`src/rtl/sbw_pkg.sv`:
```
package sbw_pkg;

   typedef enum logic [1:0] {
      OP_READ = 2'b00,
      OP_WWR  = 2'b01,
      OP_LWR  = 2'b10,
      OP_INV  = 2'b11
   } sbw_op_e;

   function automatic int cmd_width(input int addr_w, input int data_w);
      return 3 + addr_w + data_w;
   endfunction

   function automatic int res_width(input int data_w);
      return data_w + 2;
   endfunction

endpackage

```
`src/rtl/sbw_cmd_bank.sv`:
```
module sbw_cmd_bank
   import sbw_pkg::*;
#(
   parameter int SLOTS  = 4,
   parameter int ADDR_W = 8,
   parameter int DATA_W = 32
) (
   input  logic                      clk,
   input  logic                      rst_n,
   input  logic                      shift_en,
   input  logic                      ser_in,
   output logic                      ser_out,
   output logic [SLOTS*cmd_width(ADDR_W, DATA_W)-1:0] cmd_flat
);

   localparam int CW = cmd_width(ADDR_W, DATA_W);

   logic [CW-1:0] slot_q [SLOTS];
   logic [SLOTS:0] link;

   assign link[0] = ser_in;

   for (genvar k = 0; k < SLOTS; k++) begin : g_slot
      always_ff @(posedge clk) begin
         if (!rst_n) begin
            slot_q[k] <= '0;
         end else if (shift_en) begin
            slot_q[k] <= {slot_q[k][CW-2:0], link[k]};
         end
      end
      assign link[k+1] = slot_q[k][CW-1];
      assign cmd_flat[k*CW +: CW] = slot_q[k];
   end

   assign ser_out = link[SLOTS];

endmodule

```
`src/rtl/sbw_res_bank.sv`:
```
module sbw_res_bank
   import sbw_pkg::*;
#(
   parameter int SLOTS  = 4,
   parameter int DATA_W = 32
) (
   input  logic                 clk,
   input  logic                 rst_n,
   input  logic                 shift_en,
   input  logic                 ser_in,
   input  logic [SLOTS-1:0]     cap_en,
   input  logic                 cap_hit,
   input  logic [DATA_W-1:0]    cap_data,
   output logic                 ser_out,
   output logic [SLOTS*res_width(DATA_W)-1:0] res_flat
);

   localparam int RW = res_width(DATA_W);

   logic [RW-1:0] slot_q [SLOTS];
   logic [SLOTS:0] link;
   logic [RW-1:0] cap_word;

   assign link[0]  = ser_in;
   assign cap_word = {1'b1, cap_hit, cap_data};

   for (genvar k = 0; k < SLOTS; k++) begin : g_slot
      always_ff @(posedge clk) begin
         if (!rst_n) begin
            slot_q[k] <= '0;
         end else if (shift_en) begin
            slot_q[k] <= {slot_q[k][RW-2:0], link[k]};
         end else if (cap_en[k]) begin
            slot_q[k] <= cap_word;
         end
      end
      assign link[k+1] = slot_q[k][RW-1];
      assign res_flat[k*RW +: RW] = slot_q[k];
   end

   assign ser_out = link[SLOTS];

endmodule

```
`src/rtl/sbw_issue_seq.sv`:
```
module sbw_issue_seq
   import sbw_pkg::*;
#(
   parameter int SLOTS  = 4,
   parameter int ADDR_W = 8,
   parameter int DATA_W = 32,
   parameter int RD_LAT = 1
) (
   input  logic                      clk,
   input  logic                      rst_n,
   input  logic                      par_mode,
   input  logic [SLOTS*cmd_width(ADDR_W, DATA_W)-1:0] cmd_flat,
   output logic                      core_rd_en,
   output logic                      core_word_we,
   output logic                      core_line_we,
   output logic                      core_inval,
   output logic [ADDR_W-1:0]         core_addr,
   output logic [DATA_W-1:0]         core_wdata,
   output logic [SLOTS-1:0]          cap_en
);

   localparam int CW    = cmd_width(ADDR_W, DATA_W);
   localparam int CNT_W = $clog2(SLOTS + 1);
   localparam int SEL_W = $clog2(SLOTS);

   logic [CW-1:0]    slot_w [SLOTS];
   logic [CNT_W-1:0] cnt_q;
   logic             in_burst;
   logic [SEL_W-1:0] sel;
   logic [CW-1:0]    cur;
   logic             cur_valid;
   sbw_op_e          cur_op;
   logic             issue;
   logic             shift_phase;
   logic             raw_rd, raw_wwe, raw_lwe, raw_inv;

   for (genvar k = 0; k < SLOTS; k++) begin : g_unpack
      assign slot_w[k] = cmd_flat[k*CW +: CW];
   end

   assign in_burst  = par_mode && (cnt_q < CNT_W'(SLOTS));
   assign sel       = in_burst ? cnt_q[SEL_W-1:0] : '0;
   assign cur       = slot_w[sel];
   assign cur_valid = cur[CW-1];
   assign cur_op    = sbw_op_e'(cur[CW-2 -: 2]);
   assign issue     = in_burst && cur_valid;

   always_comb begin
      raw_rd  = 1'b0;
      raw_wwe = 1'b0;
      raw_lwe = 1'b0;
      raw_inv = 1'b0;
      if (issue) begin
         case (cur_op)
            OP_READ: raw_rd  = 1'b1;
            OP_WWR:  raw_wwe = 1'b1;
            OP_LWR:  raw_lwe = 1'b1;
            OP_INV:  raw_inv = 1'b1;
            default: raw_rd  = 1'b0;
         endcase
      end
   end

   // write enables are ANDed with the inverse of the shift phase
   assign shift_phase  = !par_mode;
   assign core_rd_en   = raw_rd  & ~shift_phase;
   assign core_word_we = raw_wwe & ~shift_phase;
   assign core_line_we = raw_lwe & ~shift_phase;
   assign core_inval   = raw_inv & ~shift_phase;
   assign core_addr    = cur[DATA_W +: ADDR_W];
   assign core_wdata   = cur[DATA_W-1:0];

   always_ff @(posedge clk) begin
      if (!rst_n || shift_phase) begin
         cnt_q <= '0;
      end else if (in_burst) begin
         cnt_q <= cnt_q + 1'b1;
      end
   end

   logic             pv_q   [RD_LAT];
   logic [SEL_W-1:0] pidx_q [RD_LAT];

   always_ff @(posedge clk) begin
      if (!rst_n || shift_phase) begin
         for (int s = 0; s < RD_LAT; s++) begin
            pv_q[s]   <= 1'b0;
            pidx_q[s] <= '0;
         end
      end else begin
         pv_q[0]   <= issue;
         pidx_q[0] <= sel;
         for (int s = 1; s < RD_LAT; s++) begin
            pv_q[s]   <= pv_q[s-1];
            pidx_q[s] <= pidx_q[s-1];
         end
      end
   end

   for (genvar j = 0; j < SLOTS; j++) begin : g_cap
      assign cap_en[j] = par_mode && pv_q[RD_LAT-1] &&
                         (pidx_q[RD_LAT-1] == SEL_W'(j));
   end

endmodule

```
`src/rtl/scan_burst_wrapper.sv`:
```
module scan_burst_wrapper
   import sbw_pkg::*;
#(
   parameter int SLOTS  = 4,
   parameter int ADDR_W = 8,
   parameter int DATA_W = 32,
   parameter int RD_LAT = 1
) (
   input  logic              clk,
   input  logic              rst_n,
   input  logic              par_mode,
   input  logic              scan_in,
   output logic              scan_out,
   output logic              core_rd_en,
   output logic              core_word_we,
   output logic              core_line_we,
   output logic              core_inval,
   output logic [ADDR_W-1:0] core_addr,
   output logic [DATA_W-1:0] core_wdata,
   input  logic [DATA_W-1:0] core_rdata,
   input  logic              core_hit
);

   localparam int CW      = cmd_width(ADDR_W, DATA_W);
   localparam int RW      = res_width(DATA_W);
   localparam int CMD_TOT = SLOTS * CW;
   localparam int RES_TOT = SLOTS * RW;

   if (SLOTS < 2) begin : g_bad_slots
      $error("scan_burst_wrapper: SLOTS must be at least 2");
   end
   if (RD_LAT < 1 || RD_LAT > 8) begin : g_bad_lat
      $error("scan_burst_wrapper: RD_LAT must lie in 1..8");
   end
   if (ADDR_W < 1 || DATA_W < 1) begin : g_bad_width
      $error("scan_burst_wrapper: field widths must be positive");
   end

   logic               shift_en;
   logic               cmd_to_res;
   logic [CMD_TOT-1:0] cmd_flat;
   logic [RES_TOT-1:0] res_flat;
   logic [SLOTS-1:0]   cap_en;

   assign shift_en = !par_mode;

   sbw_cmd_bank #(
      .SLOTS (SLOTS),
      .ADDR_W(ADDR_W),
      .DATA_W(DATA_W)
   ) u_cmd (
      .clk     (clk),
      .rst_n   (rst_n),
      .shift_en(shift_en),
      .ser_in  (scan_in),
      .ser_out (cmd_to_res),
      .cmd_flat(cmd_flat)
   );

   sbw_issue_seq #(
      .SLOTS (SLOTS),
      .ADDR_W(ADDR_W),
      .DATA_W(DATA_W),
      .RD_LAT(RD_LAT)
   ) u_seq (
      .clk         (clk),
      .rst_n       (rst_n),
      .par_mode    (par_mode),
      .cmd_flat    (cmd_flat),
      .core_rd_en  (core_rd_en),
      .core_word_we(core_word_we),
      .core_line_we(core_line_we),
      .core_inval  (core_inval),
      .core_addr   (core_addr),
      .core_wdata  (core_wdata),
      .cap_en      (cap_en)
   );

   sbw_res_bank #(
      .SLOTS (SLOTS),
      .DATA_W(DATA_W)
   ) u_res (
      .clk     (clk),
      .rst_n   (rst_n),
      .shift_en(shift_en),
      .ser_in  (cmd_to_res),
      .cap_en  (cap_en),
      .cap_hit (core_hit),
      .cap_data(core_rdata),
      .ser_out (scan_out),
      .res_flat(res_flat)
   );

endmodule

```
`config.mk`:
```
export PLATFORM = sky130hd
export DESIGN_NAME = scan_burst_wrapper
export DESIGN_NICKNAME = d
export VERILOG_FILES = /design/src/rtl/sbw_pkg.sv /design/src/rtl/sbw_cmd_bank.sv /design/src/rtl/sbw_res_bank.sv /design/src/rtl/sbw_issue_seq.sv /design/src/rtl/scan_burst_wrapper.sv
export SDC_FILE = /design/constraint.sdc
export NUM_CORES = 1
export LEC_CHECK = 0
export CORE_AREA = 2 2 165 167
export DETAILED_ROUTE_END_ITERATION = 7
export DIE_AREA = 0 0 167 169
export PLACE_DENSITY = 0.74
export SLEW_MARGIN = 15
export SYNTH_ARGS = -nofsm -noshare
export SYNTH_HDL_FRONTEND = slang
export SYNTH_HIERARCHICAL = 1
export SYNTH_SLANG_ARGS = --single-unit
```
`constraint.sdc`:
```
create_clock -name clk -period 14.9 [get_ports clk]
set_input_delay 4.47 -clock clk [delete_from_list [all_inputs] [get_ports clk]]
set_output_delay 4.47 -clock clk [all_outputs]
set_load 0.03 [all_outputs]
```
==> flow_summary_export.csv <==
group,metric,value,unit
placement,dp_slack,2.49,ns
pwr,power_density,126,nW/um^2
sta,fin_skew,0.0306,ns
final_layout,layout.nets,1048,
global_route,met3_usage,0.0337,
pwr,p_comb_frac,0.086,
global_route,grt_pass1_wl,46700,um
pwr,clkPwrFrac,0.398,
cts,clkSinkCount,314,
flow_run,cap_violations,0,
route,routed_wl,29200,um
cts,cts_buffers,35,
floorplan,die_h,169,um
global_route,overflow,0,
cts,cts.htree.levels,2,
yosys,synth.avg_cell_area,14.6,sq um
global_route,first_global_vias,8612,
route,wl_per_cell,21.3,um
worst_setup_path,critPathCaptureType,"output port",
sta,worstMarginPinSlew,1.08,ns
cts,cts.reportedPaths.clkPinSlew,0.06,ns
floorplan,io_pins,82,
global_route,grt_busiest_layer,"met2",
global_route,grt_max_degree,163,
sta,max_freq,80.4,MHz
pwr,p_int,1.57,mW
final_layout,drive_gt1_frac,0.108,
pwr,power.switching,0.462,mW
hold_path,hold_path_class,"reg -> reg",
sta,fin_crit,12.45,ns
route,vias,8883,
sta,setup_viol,0,
global_route,gr-usage-met2,0.309,
route,vias_per_cell,6.47,
floorplan,die_w,167,um
cts,cts_root_buf,"clkbuf_16",
floorplan,num_rows,60,
final_layout,antenna_cells,0,
sta,maxSlewViolCount,0,
yosys,syn_nets,1033,
sta,slew_headroom,0.278,
sta,hold_violations,0,
pwr,max-vdd-ir-drop,103,uV
route,first_pass_iters,6,
worst_setup_path,critPathMaxFanout,46,
placement,gp_congestion,0.764,
global_route,antenna_found_initial,0,
pwr,power,2.03,mW
sta,fin_crit_sh,0.835,
cts,cts_buffer_depth,3,
sta,tns,0,ns
global_route,track_usage,0.203,
sta,fin_ws,2.45,ns
worst_setup_path,path_class,"in -> out",
run_status,status,"finished clean",
route,drt_iter0_markers,1256,
worst_setup_path,cp-start-kind,"input pin",
pwr,seqPwrFrac,0.517,
cts,insertion_delay,0.52,ns
global_route,met1_usage,0.303,
worst_setup_path,worst-endpoint-required,10.43,ns
route,drc,0,
yosys,synth_area,14500,sq um
cts,cts_resized,0,
yosys,syn_inst,995,
floorplan,initial_core_util,0.548,
floorplan,die-area,28200,sq um
yosys,yosys_warnings,6,
final_layout,fin_area,16100,sq um
worst_setup_path,arrival,7.98,ns
cts,cts_tree,"yes",
placement,dpl.hpwl,15900,um
final_layout,synthToLayoutAreaGrowth,11.2,%
cts,cts-hold-fix-buffers,0,
pwr,swShare,0.227,
route,ant_nets,0,
final_layout,utilization,0.609,
placement,dpl_cell_area,15100,sq um
cts,cts_setup_buffers,0,
pwr,cellLeakagePower,6.34,nW
sta,rsz0062_at_grt,"false",
placement,io_buffers,81,
floorplan,core,26500,sq um
routing by layer:
metal  up-vias  share of wire
met5         -              0
met4         0          0.022
met3        50          0.057
met2       279           0.46
met1      4473           0.46
li1       4081              -
state kept, by name, summed over array words and instances (netlist names):
signal        cells
u_cmd/slot_q    172
u_res/slot_q    136
u_seq/cnt_q       3
u_seq/pidx_q      2
u_seq/pv_q        1
power by group through the flow:
stage	combinational [mW]	clock, mW	sequential, mW
final	0.174	0.809	1.05
after global routing	0.187	0.860	1.06
after CTS	0.175	0.829	1.05
after detailed placement	0.173	0	1.07
after global placement	0.171	0	1.07
after floorplan	0.125	0	1.06
cells in the final DEF (no fill, tap or decap), drive strengths merged, types with 11 or more instances in the layout:
master / count
edfxtp: 308
and3: 175
a32o: 132
clkdlybuf4s50: 80
nand2b: 47
clkbuf: 43
mux2: 42
nand3: 41
a21oi: 40
a221o: 40
buf: 18
clkinv: 13
nor2: 11
worst max-delay path: stages:
cell and delay [ns]:
clkdlybuf4s50_1 0.69, nor2b_4 0.94, and2_1 0.51, buf_4 0.41
a221o_1 0.23, clkdlybuf4s50_1 0.67
path summary, 6_finish.rpt:
check / start / endpoint / slack, ns / depth (start not counted)
hold / removal: u_res/slot_q[1][33]$_SDFFCE_PN0P_ / u_res/slot_q[1][34]$_DFFE_PP_ / 0.51 / 1
setup reg to reg: u_seq/pv_q[0]$_SDFF_PP0_ / u_res/slot_q[0][27]$_DFFE_PP_ / 12.41 / 5
hold reg to reg: u_res/slot_q[1][33]$_SDFFCE_PN0P_ / u_res/slot_q[1][34]$_DFFE_PP_ / 0.51 / 1
setup / recovery: par_mode / core_wdata[4] / 2.45 / 6
cell type report:
| cell class | count | area [sq um] |
|---|---|---|
| clock buffer | 43 | 927 |
| inverter | 3 | 12.5 |
| sequential | 314 | 9370 |
| fill | 2004 | 10400 |
| timing repair buffer | 98 | 940 |
| multi-input combinational | 558 | 4320 |
| clock inverter | 16 | 144 |
| tap | 341 | 427 |
stage by stage:
step                instances  hold WS (ns)
global placement         1314         0.513
floorplan                 995         0.512
global route             1373         0.530
finish                   1373         0.511
detailed placement       1314         0.520
CTS                      1373         0.518
Note: power is estimated with default switching activity, not from simulation.
